## src/rtl/bb_pkg.sv

```systemverilog
// Shared types for the base/bound translator.
// Assumes nothing beyond a two-bit access kind code.
package bb_pkg;
    typedef enum logic [1:0] {
        KIND_FETCH = 2'd0,
        KIND_LOAD  = 2'd1,
        KIND_STORE = 2'd2,
        KIND_RSVD  = 2'd3
    } acc_kind_t;

    localparam logic SEL_BASE  = 1'b0;
    localparam logic SEL_BOUND = 1'b1;
endpackage

```

## src/rtl/bb_regs.sv

```systemverilog
// Holds the per-process relocation base and region size.
// Assumes the write port is reachable only by privileged software.
// A write is visible on the cycle after it is accepted.
module bb_regs #(
    parameter int PA_W = 20
) (
    input  logic            clk,
    input  logic            rst_n,
    input  logic            we,
    input  logic            sel,
    input  logic [PA_W-1:0] wdata,
    output logic [PA_W-1:0] base_q,
    output logic [PA_W-1:0] bound_q
);
    import bb_pkg::*;

    // Load base or bound on a write; clear both on reset.
    always_ff @(posedge clk) begin
        if (!rst_n) begin
            base_q  <= '0;
            bound_q <= '0;
        end else if (we) begin
            if (sel == SEL_BASE) base_q  <= wdata;
            else                 bound_q <= wdata;
        end
    end
endmodule

```

## src/rtl/bb_calc.sv

```systemverilog
// Combinational relocation and limit check.
// Assumes PA_W >= VA_W; the virtual address is zero-extended.
// A faulting access yields a zero physical address.
module bb_calc #(
    parameter int VA_W = 16,
    parameter int PA_W = 20
) (
    input  logic [VA_W-1:0] vaddr,
    input  logic [PA_W-1:0] base,
    input  logic [PA_W-1:0] bound,
    output logic [PA_W-1:0] paddr,
    output logic            fault
);
    logic [PA_W-1:0] va_ext;

    // Zero-extend, compare unsigned against the size, relocate.
    always_comb begin
        va_ext = PA_W'(vaddr);
        fault  = !(va_ext < bound);
        paddr  = fault ? '0 : (va_ext + base);
    end
endmodule

```

## src/rtl/bb_outreg.sv

```systemverilog
// One-entry response register with a valid/ready handshake.
// Assumes the producer only loads it when accept is high.
module bb_outreg #(
    parameter int PA_W = 20
) (
    input  logic            clk,
    input  logic            rst_n,
    input  logic            accept,
    input  logic [PA_W-1:0] d_paddr,
    input  logic            d_fault,
    input  logic [1:0]      d_kind,
    input  logic            rsp_ready,
    output logic            q_valid,
    output logic [PA_W-1:0] q_paddr,
    output logic            q_fault,
    output logic [1:0]      q_kind
);
    // Capture on accept, drop when consumed, hold otherwise.
    always_ff @(posedge clk) begin
        if (!rst_n) begin
            q_valid <= 1'b0;
            q_paddr <= '0;
            q_fault <= 1'b0;
            q_kind  <= 2'd0;
        end else if (accept) begin
            q_valid <= 1'b1;
            q_paddr <= d_paddr;
            q_fault <= d_fault;
            q_kind  <= d_kind;
        end else if (rsp_ready) begin
            q_valid <= 1'b0;
        end
    end
endmodule

```

## src/rtl/bb_xlate.sv

```systemverilog
// Base and bound address translator top.
// Relocates virtual addresses of fetches, loads and stores by a base
// register after an unsigned check against a bound register.
// Assumes PA_W >= VA_W. Response latency is one cycle.
module bb_xlate #(
    parameter int VA_W = 16,
    parameter int PA_W = 20
) (
    input  logic            clk,
    input  logic            rst_n,
    input  logic            cfg_we,
    input  logic            cfg_sel,
    input  logic [PA_W-1:0] cfg_data,
    input  logic            req_valid,
    output logic            req_ready,
    input  logic [VA_W-1:0] req_vaddr,
    input  logic [1:0]      req_kind,
    output logic            rsp_valid,
    input  logic            rsp_ready,
    output logic [PA_W-1:0] rsp_paddr,
    output logic            rsp_fault,
    output logic [1:0]      rsp_kind,
    output logic            rsp_mem_go
);
    logic [PA_W-1:0] base_q;
    logic [PA_W-1:0] bound_q;
    logic [PA_W-1:0] calc_paddr;
    logic            calc_fault;
    logic            accept;

    bb_regs #(.PA_W(PA_W)) i_regs (
        .clk(clk), .rst_n(rst_n), .we(cfg_we), .sel(cfg_sel),
        .wdata(cfg_data), .base_q(base_q), .bound_q(bound_q)
    );

    bb_calc #(.VA_W(VA_W), .PA_W(PA_W)) i_calc (
        .vaddr(req_vaddr), .base(base_q), .bound(bound_q),
        .paddr(calc_paddr), .fault(calc_fault)
    );

    // Accept when the response slot is empty or being drained.
    always_comb begin
        req_ready = !rsp_valid || rsp_ready;
        accept    = req_valid && req_ready;
    end

    bb_outreg #(.PA_W(PA_W)) i_out (
        .clk(clk), .rst_n(rst_n), .accept(accept),
        .d_paddr(calc_paddr), .d_fault(calc_fault), .d_kind(req_kind),
        .rsp_ready(rsp_ready), .q_valid(rsp_valid), .q_paddr(rsp_paddr),
        .q_fault(rsp_fault), .q_kind(rsp_kind)
    );

    // Forward to memory only for a valid, non-faulting response.
    always_comb rsp_mem_go = rsp_valid && !rsp_fault;
endmodule

```

## config.mk

```make
export PLATFORM = sky130hd
export DESIGN_NAME = bb_xlate
export DESIGN_NICKNAME = d
export VERILOG_FILES = /design/src/rtl/bb_pkg.sv /design/src/rtl/bb_regs.sv /design/src/rtl/bb_calc.sv /design/src/rtl/bb_outreg.sv /design/src/rtl/bb_xlate.sv
export SDC_FILE = /design/constraint.sdc
export NUM_CORES = 1
export LEC_CHECK = 0
export BUFFER_PORTS_ARGS = -buffer_cell sky130_fd_sc_hd__buf_4
export CAP_MARGIN = 20
export CORE_ASPECT_RATIO = 0.7
export CORE_MARGIN = 2
export CORE_UTILIZATION = 30
export CTS_CLUSTER_SIZE = 16
export DETAILED_ROUTE_END_ITERATION = 7
export SKIP_LAST_GASP = 1
export SYNTH_ARGS = -nofsm -noshare
export SYNTH_HDL_FRONTEND = slang
export SYNTH_HIERARCHICAL = 1
export SYNTH_SLANG_ARGS = --single-unit
```

## constraint.sdc

```tcl
create_clock -name clk -period 3 [get_ports clk]
set_input_delay 0.6 -clock clk [delete_from_list [all_inputs] [get_ports clk]]
set_output_delay 0.6 -clock clk [all_outputs]
set_load 0.005 [all_outputs]
```

## Word level (Yosys, flattened, before mapping)

Cells that the tools add are included.

| word-level totals | value |
|---|---|
| bits in registers | 64 |
| latch bits | 0 |
| memory bits (writable) | 0 |
| ROM bits | 0 |
| bits of input ports | 44 |
| word-level logic and storage cells | 21 |
| memories | 0 |

| operators by class | value |
|---|---|
| add/subtract/negate cells | 1 |
| multipliers | 0 |
| div/mod/pow operators | 0 |
| magnitude comparators | 1 |
| eq/ne operators | 0 |
| shift-type cells | 0 |
| muxes and demuxes | 3 |
| bitwise logic cells | 1 |
| reductions and logical operators | 9 |

Operators by type and width:

| cell | number |
|---|---|
| $add A16 B20 Y20 | 1 |
| $lt A16 B20 Y1 | 1 |
| $mux W20 | 1 |
| $reduce_and A2 Y1 | 2 |
| $logic_not A1 Y1 | 3 |
| $logic_and A1 B1 Y1 | 2 |
| $mux W1 | 2 |
| $reduce_bool A2 Y1 | 1 |
| $logic_or A1 B1 Y1 | 1 |
| $not A1 Y1 | 1 |

## Depth between registers and ports, before layout

| logic depth | value |
|---|---|
| depth after elaboration | 4 |
| mapped depth | 12 |
| mapped depth without buffers | 11 |

## By module

The synthesis kept the hierarchy.

By module, submodules not included:

| module | instances | cells each | area each (µm²) |
|---|---|---|---|
| bb_regs | 1 | 153 | 1,524.0 |
| bb_calc | 1 | 176 | 1,282.5 |
| bb_outreg | 1 | 77 | 927.1 |
| bb_xlate | 1 | 3 | 28.8 |

## Worst setup path before layout

No wires, ideal clock.

| timing path | value |
|---|---|
| path type | input-to-reg |
| start | input req_vaddr[0] |
| end | register i_out.q_paddr[16] |
| arrival | 2,773 ps |
| required time | 2,884 ps |
| slack | 111 ps |
| stages | 11 |
| buffers on the path | 0 |
| path through | ha_1 fa_1 a21o_1 a221oi_2 o31ai_2 a221o_2 a21boi_4 xor2_1 nor2_1 mux2i_1 nor2b_1 |

| between the ends | value |
|---|---|
| cells in the longest elaborated chain, start to end | 2 |
| elaborated cells between the ends (all ways) | 3 |

Ends and longest elaborated chain:

| what | line | text |
|---|---|---|
| start: declaration | bb_xlate.sv:16 | `input logic [VA_W-1:0] req_vaddr,` |
| $add A16 B20 Y20 / $lt A16 B20 Y1 (equally long branches) | bb_calc.sv:20, bb_calc.sv:19 |  |
| $mux W20 (*) | bb_calc.sv:20 | `paddr = fault ? '0 : (va_ext + base);` |
| named net calc_paddr[16] | bb_xlate.sv:27 | `logic [PA_W-1:0] calc_paddr;` |
| end signal: assignment | bb_outreg.sv:27 | `q_paddr <= d_paddr;` |
| end: declaration | bb_outreg.sv:14 | `output logic [PA_W-1:0] q_paddr,` |

Mark *: on every way through the listed nets, which the timed path passes. The rest lies on a longest branch.
A chain may end at the register's enable or synchronous reset.

## Worst setup path in the final report

| timing path | value |
|---|---|
| start | input req_vaddr[9] |
| end | register i_out.q_paddr[13] |

The elaborated chain is that of the path after synthesis.

==> impl_metrics.toml <==
[route]
via_count = 2988
drc = 0
drt_iter0_drc = 165
wl_per_cell_um = 14.35
wl_um = 9271
dr.pass1.iters = 4
detail-route-antenna-nets = 0
via_per_inst = 4.625

[power]
peakVddDrop_mv = 0.2806
p_per_area_mw_per_mm2 = 517.6
swShare = 0.2613
switchingPower_w = 0.0006344
p_comb_frac = 0.193
seqPwrFrac = 0.387
clock_power_share = 0.420
p_int_w = 0.001794
leakagePower_nw = 2.101
power_w = 0.002428

[critical_path]
crit_cells = 12
crit_type = "input pin to register"
critPathBufInv = 2
worst_ep_required_time_ns = 3.27
crit_path_start_kind = "input pin"
crit_path_end_kind = "register"
rr_startpoint = "i_regs/bound_q[9]"
cp_slowest_stage_delay_ns = 0.53
reg2regPathDepth = 12
crit_family = "compound AO/OA/AOI/OAI gates"
cp_max_fo = 2
r2r_slack_ns = 0.27
cp.arrival_ns = 3.03
cp_slowest_cell = "a2111oi_1"
rr_endpoint = "i_out/q_paddr[13]"
path_cells = "buf_4 -> ha_1 -> a21o_1 -> nand3_1 -> a21oi_1 -> a2111oi_1 -> o31a_1 -> a21oi_2 -> a2111oi_1 -> buf_4 -> mux2i_1 -> nor2b_1"

[yosys]
synth_ff_type = "dfxtp_1"
synth_area_mm2 = 0.003762
syn_inst = 409
synth_edf_count = 0
ys_types = 50
yosysSeqAreaShare = 0.3405
synth_area_per_cell_um2 = 9.199
ys.warnings.count = 6
ys_seq_elements = 64
synth_nets = 485
asyncSetResetFlopFracSynth = 0

[place]
dp_cells = 631
hpwlAfterDp_um = 6956
gp_congestion = 0.8500
portBuffers = 69
post_dp_cell_area_mm2 = 0.004400

[clock_network]
root_buffer = "clkbuf_16"
post_cts_buffers = 0
cts_resized = 0
htreeDepth = 3
clock_path_buffers = 2
numCtsBuffers = 9
path_clk_slew_ns = 0.06
clkLatencyLatePin_ns = 0.34
cts_tree = "yes"
clock-sinks = 64
ctsHoldBuffers = 0

[layout]
syn_to_final_growth_pct = 24.71
finalNonFillerCells = 646
drive_gt1_frac = 0.2231
n_antenna_cell = 0
layout_common_cells = "buf_4 (79), nand2_1 (67), mux2i_1 (64), dfxtp_1 (64), ha_1 (31)"
layout.nets = 556
mostFrequentLayoutCell = "buf_4"
finish.instance_area_mm2 = 0.004692
postLayoutCoreUtil = 0.3803

[floorplan]
core-area_mm2 = 0.01234
dieArea_mm2 = 0.01347
io_pins = 70
fp.dieH_um = 97.70
floorplan.initialDensity = 0.3050
die_w_um = 137.9
row_count = 34

[grt]
grt_usage = 0.1386
overflow = 0
grt_pass1_wl_um = 14460
grt_pass1_vias = 2915
grt_max_degree = 85
antenna_found_initial = 0

[run]
maxCapViolations = 0

[sta]
max_slew_margin = 0.4752
period_minus_slack_ns = 2.765
setup_viol = 0
tightest_slew_ns = 0.7872
finalHoldViolCount = 0
skew_ns = 0.006326
max_clock_freq_ghz = 0.3616
period_share = 0.9218
slew_viol_final = 0

[hold_path]
hold_path.class = "register to register"
min_from = "i_regs/bound_q[11]"
min_path_cells = 2
holdPathEnd = "i_regs/bound_q[11]"

[status]
status = "finished clean"
## power by group through the flow
| stage | sequential, W | combinational [W] | clock, W |
|---|---|---|---|
| final | 0.000939 | 0.000469 | 0.00102 |
| after global routing | 0.000944 | 0.000520 | 0.00108 |
| after CTS | 0.000938 | 0.000468 | 0.00105 |
| after detailed placement | 0.000956 | 0.000466 | 0 |
| after global placement | 0.000954 | 0.000456 | 0 |
| after floorplan | 0.000947 | 0.000313 | 0 |
## cell type report
type / instances / area, um2
Fill cell: 1275 / 7645
Multi-Input combinational cell: 308 / 2258
Clock buffer: 12 / 246.5
Sequential cell: 64 / 1281
Clock inverter: 3 / 42.54
Inverter: 18 / 67.56
Tap cell: 162 / 202.7
Timing Repair Buffer: 79 / 593.1
## layer usage
layer,vias up,global-route usage,part of all wire
met5,-,0,0
met4,0,0.04474,0.013
met3,8,0.04225,0.051
met2,68,0.1988,0.42
met1,1369,0.1964,0.51
li1,1543,-,-
## per-stage QoR
step | setup TNS (ns) | hold slack [ns] | worst slack, ns
global placement | -0.09954 | 0.4421 | -0.05661
floorplan | 0 | 0.4344 | 0.1113
CTS | 0 | 0.4603 | 0.1398
global route | -0.001003 | 0.4870 | -0.001003
detailed placement | -0.3388 | 0.4485 | -0.2057
finish | 0 | 0.4601 | 0.2346
## Yosys cell counts (all sizes together) (7+ instances only)
cell type,count,area [um2]
a21o,13,97.59
a21oi,17,92.59
buf,17,150.1
dfxtp,64,1281
ha,31,387.9
inv,18,67.56
mux2i,64,640.6
nand2,68,257.8
nor2,20,75.07
nor2b,28,177.7
o21ai,9,45.04
xnor2,7,61.31
xor2,8,70.07
## registers in the layout, indices dropped and copies added (netlist names)
signal and cells:
i_out/q_paddr 20, i_regs/base_q 20, i_regs/bound_q 20, i_out/q_kind 2
i_out/q_fault 1, i_out/q_valid 1
## worst min-delay path, cell delays in order (launching register included)
cell,delay [ns]
dfxtp_1,0.30
nand2_1,0.05
mux2i_1,0.05
## cells by family (layout without fill, tap and decap cells)
| family | count (synthesis) | after routing | synth area share |
|---|---|---|---|
| XOR/XNOR | 15 | 15 | 0.03492 |
| AND/OR/NAND/NOR | 136 | 136 | 0.1716 |
| buffers and inverters | 37 | 112 | 0.05986 |
| AO/OA/AOI/OAI | 61 | 61 | 0.1144 |
| multiplexers | 64 | 64 | 0.1703 |
| flip-flops | 64 | 64 | 0.3405 |
| adder cells (fa/ha/maj) | 32 | 32 | 0.1084 |
## worst max path at each step
stage                 startpoint                end  slack [ns]
2_1_floorplan       req_vaddr[0]  i_out/q_paddr[16]        0.11
3_3_place_gp        req_vaddr[9]  i_out/q_paddr[13]       -0.06
3_5_place_dp        req_vaddr[9]  i_out/q_paddr[13]       -0.21
4_1_cts             req_vaddr[9]  i_out/q_paddr[13]        0.14
5_1_grt        i_regs/bound_q[9]  i_out/q_paddr[13]      -0.001
6_report            req_vaddr[9]  i_out/q_paddr[13]        0.23
Power figures use the tool's default switching activity.
